--- src/rtl/cadence_pkg.sv ---
package cadence_pkg;
  localparam int unsigned CAD_PHASES = 5;
  typedef logic [2:0] phase_t;

  function automatic phase_t phase_adv(phase_t p);
    return (p == phase_t'(CAD_PHASES - 1)) ? phase_t'(0) : phase_t'(p + 3'd1);
  endfunction
endpackage

--- src/rtl/cadence_line_acc.sv ---
module cadence_line_acc #(
  parameter int SCORE_W = 16,
  parameter int LINE_W  = 12,
  parameter int SHIFT_W = 4,
  parameter int THR_W   = 8,
  parameter int RATIO_W = 4
) (
  input  logic               clk,
  input  logic               rst_n,
  input  logic               field_start,
  input  logic               line_valid,
  input  logic [SCORE_W-1:0] line_score,
  input  logic [SHIFT_W-1:0] cfg_shift,
  input  logic [THR_W-1:0]   cfg_thr,
  input  logic [RATIO_W-1:0] cfg_ratio,
  output logic               field_close,
  output logic               field_repeat,
  output logic [LINE_W-1:0]  diff_count
);
  localparam logic [LINE_W-1:0] LINE_MAX = '1;

  logic              open_q;
  logic [LINE_W-1:0] lines_q, diff_q, dc_q;
  logic [SCORE_W-1:0] shifted;
  logic               is_diff;
  logic [LINE_W-1:0]  need;

  assign shifted      = line_score >> cfg_shift;
  assign is_diff      = shifted >= SCORE_W'(cfg_thr);
  assign need         = lines_q >> cfg_ratio;
  assign field_close  = field_start & open_q;
  assign field_repeat = diff_q < need;
  assign diff_count   = dc_q;

  always_ff @(posedge clk) begin
    if (!rst_n) begin
      open_q  <= 1'b0;
      lines_q <= '0;
      diff_q  <= '0;
      dc_q    <= '0;
    end else if (field_start) begin
      open_q  <= 1'b1;
      lines_q <= line_valid ? LINE_W'(1) : '0;
      diff_q  <= (line_valid && is_diff) ? LINE_W'(1) : '0;
      if (open_q) dc_q <= diff_q;
    end else if (line_valid && open_q && lines_q != LINE_MAX) begin
      lines_q <= lines_q + LINE_W'(1);
      if (is_diff) diff_q <= diff_q + LINE_W'(1);
    end
  end

  a_r2_diff_le_lines: assert property (@(posedge clk) disable iff (!rst_n)
    diff_q <= lines_q);
  a_r3_count_hold: assert property (@(posedge clk) disable iff (!rst_n)
    !field_close |=> $stable(dc_q));
  a_r4_idle_until_open: assert property (@(posedge clk) disable iff (!rst_n)
    !open_q |=> (lines_q <= LINE_W'(1)));
endmodule

--- src/rtl/cadence_phase_track.sv ---
module cadence_phase_track
  import cadence_pkg::*;
#(
  parameter int CONF_W = 4
) (
  input  logic              clk,
  input  logic              rst_n,
  input  logic              evt,
  input  logic              rep,
  input  logic [CONF_W-1:0] cfg_lock_thr,
  input  logic [CONF_W-1:0] cfg_unlock_thr,
  output phase_t            phase,
  output logic              lock
);
  localparam logic [CONF_W-1:0] CONF_MAX = '1;

  phase_t            phase_q, phase_n, next_p;
  logic [CONF_W-1:0] conf_q, conf_n;
  logic              lock_q, lock_n;

  always_comb begin
    next_p = phase_adv(phase_q);
    if (rep) begin
      phase_n = phase_t'(0);
      if (next_p == phase_t'(0))
        conf_n = (conf_q == CONF_MAX) ? conf_q : conf_q + CONF_W'(1);
      else
        conf_n = '0;
    end else begin
      phase_n = next_p;
      conf_n  = (next_p == phase_t'(0) && conf_q != '0) ? conf_q - CONF_W'(1) : conf_q;
    end
    lock_n = lock_q;
    if (!lock_q && conf_n >= cfg_lock_thr)      lock_n = 1'b1;
    else if (lock_q && conf_n <= cfg_unlock_thr) lock_n = 1'b0;
  end

  always_ff @(posedge clk) begin
    if (!rst_n) begin
      phase_q <= '0;
      conf_q  <= '0;
      lock_q  <= 1'b0;
    end else if (evt) begin
      phase_q <= phase_n;
      conf_q  <= conf_n;
      lock_q  <= lock_n;
    end
  end

  assign phase = phase_q;
  assign lock  = lock_q;

  a_r6_phase_range: assert property (@(posedge clk) disable iff (!rst_n)
    phase_q <= 3'd4);
  a_r6_repeat_resync: assert property (@(posedge clk) disable iff (!rst_n)
    (evt && rep) |=> phase_q == 3'd0);
  a_r7_quiet_between: assert property (@(posedge clk) disable iff (!rst_n)
    !evt |=> ($stable(conf_q) && $stable(phase_q) && $stable(lock_q)));
  a_r9_lock_rise: assert property (@(posedge clk) disable iff (!rst_n)
    $rose(lock_q) |-> conf_q >= cfg_lock_thr);
  a_r9_lock_fall: assert property (@(posedge clk) disable iff (!rst_n)
    $fell(lock_q) |-> conf_q <= cfg_unlock_thr);
endmodule

--- src/rtl/cadence_lock_detector.sv ---
module cadence_lock_detector
  import cadence_pkg::*;
#(
  parameter int SCORE_W = 16,
  parameter int LINE_W  = 12,
  parameter int SHIFT_W = 4,
  parameter int THR_W   = 8,
  parameter int RATIO_W = 4,
  parameter int CONF_W  = 4
) (
  input  logic               clk,
  input  logic               rst_n,
  input  logic               field_start,
  input  logic               line_valid,
  output logic               line_ready,
  input  logic [SCORE_W-1:0] line_score,
  input  logic [SHIFT_W-1:0] cfg_noise_shift,
  input  logic [THR_W-1:0]   cfg_diff_thr,
  input  logic [RATIO_W-1:0] cfg_ratio_shift,
  input  logic [CONF_W-1:0]  cfg_lock_thr,
  input  logic [CONF_W-1:0]  cfg_unlock_thr,
  output logic [LINE_W-1:0]  diff_count,
  output logic [2:0]         phase,
  output logic               lock
);
  logic   close_w, repeat_w;
  phase_t phase_w;

  assign line_ready = 1'b1;

  cadence_line_acc #(
    .SCORE_W(SCORE_W), .LINE_W(LINE_W), .SHIFT_W(SHIFT_W),
    .THR_W(THR_W), .RATIO_W(RATIO_W)
  ) u_acc (
    .clk(clk), .rst_n(rst_n), .field_start(field_start),
    .line_valid(line_valid), .line_score(line_score),
    .cfg_shift(cfg_noise_shift), .cfg_thr(cfg_diff_thr), .cfg_ratio(cfg_ratio_shift),
    .field_close(close_w), .field_repeat(repeat_w), .diff_count(diff_count)
  );

  cadence_phase_track #(.CONF_W(CONF_W)) u_track (
    .clk(clk), .rst_n(rst_n), .evt(close_w), .rep(repeat_w),
    .cfg_lock_thr(cfg_lock_thr), .cfg_unlock_thr(cfg_unlock_thr),
    .phase(phase_w), .lock(lock)
  );

  assign phase = phase_w;
endmodule

--- config.mk ---
export PLATFORM = sky130hd
export DESIGN_NAME = cadence_lock_detector
export DESIGN_NICKNAME = d
export VERILOG_FILES = /design/src/rtl/cadence_pkg.sv /design/src/rtl/cadence_line_acc.sv /design/src/rtl/cadence_phase_track.sv /design/src/rtl/cadence_lock_detector.sv
export SDC_FILE = /design/constraint.sdc
export NUM_CORES = 1
export LEC_CHECK = 0
export BUFFER_PORTS_ARGS = -buffer_cell sky130_fd_sc_hd__buf_2
export CORE_MARGIN = 2
export CORE_UTILIZATION = 37
export CTS_BUF_LIST = sky130_fd_sc_hd__clkbuf_8 sky130_fd_sc_hd__clkbuf_16
export DETAILED_ROUTE_END_ITERATION = 8
export PLACE_DENSITY = 0.65
export SETUP_SLACK_MARGIN = 0.1
export SLEW_MARGIN = 20
export SYNTH_ARGS = -nofsm -noshare
export SYNTH_HDL_FRONTEND = slang
export SYNTH_HIERARCHICAL = 1
export SYNTH_SLANG_ARGS = --single-unit
--- constraint.sdc ---
create_clock -name clk -period 7.2 [get_ports clk]
set_input_delay 1.08 -clock clk [delete_from_list [all_inputs] [get_ports clk]]
set_output_delay 1.08 -clock clk [all_outputs]
set_load 0.02 [all_outputs]
==> run metrics <==
WL final 9691 um; CTS Hold Buffers Added 0; Synth warnings 6; Fin. Hold Viols 0; GRT Residual Overflow 0; Die W roughly 110 um; DRT iter0 DRCs ~240; status finished, final reports clean; initial antenna violation count 0; DP Area roughly 4400 um2; DRT Pass-1 Iters 4; Startpoint Class input port; LEAKAGE between 1.5 and 2 nW; vias per cell between 5 and 6; Synth Instances around 510; dominant synthesized flop cell dfxtp_1; highest fanout seen on the critical path 18; Hold Path Class flop to flop; Total GRT Usage between 15 and 20%; TritonCTS clock tree done; ys async rst share 0%; total CTS buffers 5; Avg Cell Area, Syn approximately 8.0 um2; first-pass GRT wire length about 16,000 um; Initial Util around 38%; # diodes 0; postcts setup bufs 0; GPL Wtd Cong between 0.8 and 0.9; H-tree Lvls 2; Post-synth EDFFs 0; Mapped Area about 4100 um2; Clock Sink Count 45; Clk pin slew, worst setup/hold paths 0.10 ns; Via Count about 3,700; Worst-Margin Slew about 0.9 ns; drt drc 0; WL/cell around 14 um; Layout area overhead 10.68%; CP Capture Type flop; max frequency roughly 210 MHz; DPL Wire Length roughly 7500 um; core area around 11,000 um2; Die Ht about 110 um; Antenna Nets Post-Route 0; # rows 38; CTS Root Cell clkbuf_8; dpl ws around 2.1 ns; clk_lat worst skew 0.31 ns; largest net degree at the start of global routing 30; Final #Nets 621; Bufs on Longest Clock Path 2; maximum VDD drop about 0.000064 V; Tmin final 4.733 ns; Resized Gates After CTS 0; Syn Nets 584; final instance area between 4000 and 5000 um2; port bufs 59; pwr/cell area 126.5 nW/um2; final design utilization about two fifths; IO Pins 61; period utilization about 66%; max_cap viols 0; RSZ-0062 raised after global routing no; number of global-route vias before repair 3,458; post-synthesis sequential area ratio between 20% and 30%; Crit Path Class input port to flop; Worst slew margin about 40%; Worst Skew around 0.016 ns; share of cells above drive strength 1 between 20% and 30%; worst path arrival time between 4 and 5 ns; worst setup margin between 2 and 2.5 ns; # setup viols final 0; synthesis-stage register bit count 45; setup_tns 0 ns; Die ar. between 10,000 and 15,000 um2; CP required ~7.4 ns; Cell variety after synth 65; Pins Over Slew Limit 0
[worst max-delay path, cell delays in order]
cell and delay (ns):
buf_2 0.26, mux4_2 0.53, mux2_2 0.26, o21ai_0 0.16
ha_1 0.27, a21oi_1 0.13, nor2b_1 0.06, o21ai_0 0.17
nand2_1 0.09, nor4_2 0.20, buf_4 0.25, nor2_1 0.07
a22oi_1 0.19, o21ai_0 0.16, ha_1 0.31, nor2b_1 0.13
o21ai_0 0.14, nand2b_1 0.08, a211oi_1 0.26, o32ai_1 0.13
[worst paths after layout]
| path | depth (start not counted) | slack [ns] | start | endpoint |
|---|---|---|---|---|
| hold / removal | 2 | 0.48 | u_acc/diff_count[8] | u_acc/diff_count[8] |
| setup reg to reg | 20 | 3.14 | u_acc/lines_q[8] | u_track/lock |
| hold reg to reg | 2 | 0.48 | u_acc/diff_count[8] | u_acc/diff_count[8] |
| setup / recovery | 20 | 2.47 | cfg_ratio_shift[0] | u_track/lock |
[report_power, final]
| group | total [mW] | switching, mW | internal [mW] | leakage (nW) |
|---|---|---|---|---|
| Sequential | 0.253 | 0.00256 | 0.251 | 0.363 |
| Clock | 0.192 | 0.0893 | 0.103 | 0.0595 |
| Combinational | 0.125 | 0.0738 | 0.0515 | 1.44 |
| Total | 0.571 | 0.166 | 0.405 | 1.86 |
[cell families (layout without fill, tap and decap cells)]
kind of cell / count (synthesis) / in the layout / share of synthesized area (%)
AND/OR/NAND/NOR: 190 / 190 / 22.54
AO/OA/AOI/OAI: 116 / 116 / 20.26
buffers and inverters: 60 / 98 / 6.877
multiplexers: 50 / 50 / 15.41
flip-flops: 45 / 45 / 22.11
adder cells (fa/ha/maj): 33 / 33 / 10.13
XOR/XNOR: 12 / 12 / 2.579
other: 1 / 1 / 0.09202
[layout by cell type (no fill, tap or decap), types with 3 or more instances in the layout]
cell / count
nand2_1: 80
buf_2: 59
dfxtp_1: 45
ha_1: 33
nor2_1: 31
inv_1: 28
mux2i_1: 28
o21ai_0: 27
a21oi_1: 19
nand2b_1: 18
nand4_1: 15
a21boi_0: 12
mux2_2: 11
nand3_1: 9
and3_1: 8
xor2_1: 8
a21oi_2: 8
o22ai_1: 7
mux4_2: 7
nor2b_1: 6
a211oi_1: 6
a21o_1: 6
clkbuf_8: 5
nor3_1: 5
nor3b_1: 4
o211ai_1: 4
xnor2_1: 4
o21a_1: 3
buf_4: 3
[metrics by stage]
| step | power, mW | cells | hold WS (ns) |
|---|---|---|---|
| 6_report | 0.5706 | 685 | 0.4778 |
| 5_1_grt | 0.6050 | 685 | 0.4993 |
| 4_1_cts | 0.5809 | 685 | 0.4793 |
| 3_5_place_dp | 0.3846 | 677 | 0.4663 |
| 3_3_place_gp | 0.3797 | 677 | 0.4639 |
| 2_1_floorplan | 0.3527 | 507 | 0.4602 |
[layout make-up]
cell class	count	area (um2)
tap	140	175.2
clock buffer	5	68.82
fill	1083	6282
multi-input combinational	402	2900
sequential	45	900.9
inverter	28	105.1
timing repair buffer	62	317.8
clock inverter	3	42.54
[metal layers]
metal | vias up | GRT usage [%] | wire (um)
met1 | 1772 | 19.70 | 4284
met3 | 11 | 2.391 | 271
li1 | 1882 | - | -
met5 | - | 0 | 0
met4 | 0 | 5.678 | 168
met2 | 62 | 29.59 | 4966
[synthesized netlist by cell type (all sizes together), types with 2 or more instances]
cell      n  area [um2]
nand2b   18       112.6
xnor2     4       35.03
buf      13       93.84
a221oi    2       41.29
a22oi     2       15.01
a21boi   14       108.9
o211ai    4       30.03
o22ai     7       43.79
ha       33       412.9
dfxtp    45       900.9
nor4      3       25.02
o31ai     2       28.78
and3      8       50.05
nand2    80       300.3
inv      28       105.1
o21ai    27       135.1
mux2     13       153.9
mux4      7       157.7
nor3b     4       30.03
and2      2       12.52
mux2i    30       316.5
xor2      8       70.07
a31oi     2       12.51
nand3    10       55.05
clkbuf   19       81.32
nand4    15       93.84
o31a      2       17.52
a21oi    27       165.2
and2b     2       15.01
nand3b    2       15.01
o21a      3       22.52
a211oi    7       57.55
nor2     31       116.4
or2       2       12.51
nor3      5       25.02
nor2b     6       37.54
o32ai     2       17.52
a2111oi   2       17.52
a21o      6       45.04
[flip-flops by register name, summed over array words and instances, names as in the netlist]
signal            cells
u_acc/diff_count     12
u_acc/diff_q         12
u_acc/lines_q        12
u_acc/open_q          1
u_track/conf_q        4
u_track/lock          1
u_track/phase         3
(Power assumes the default switching activity.)
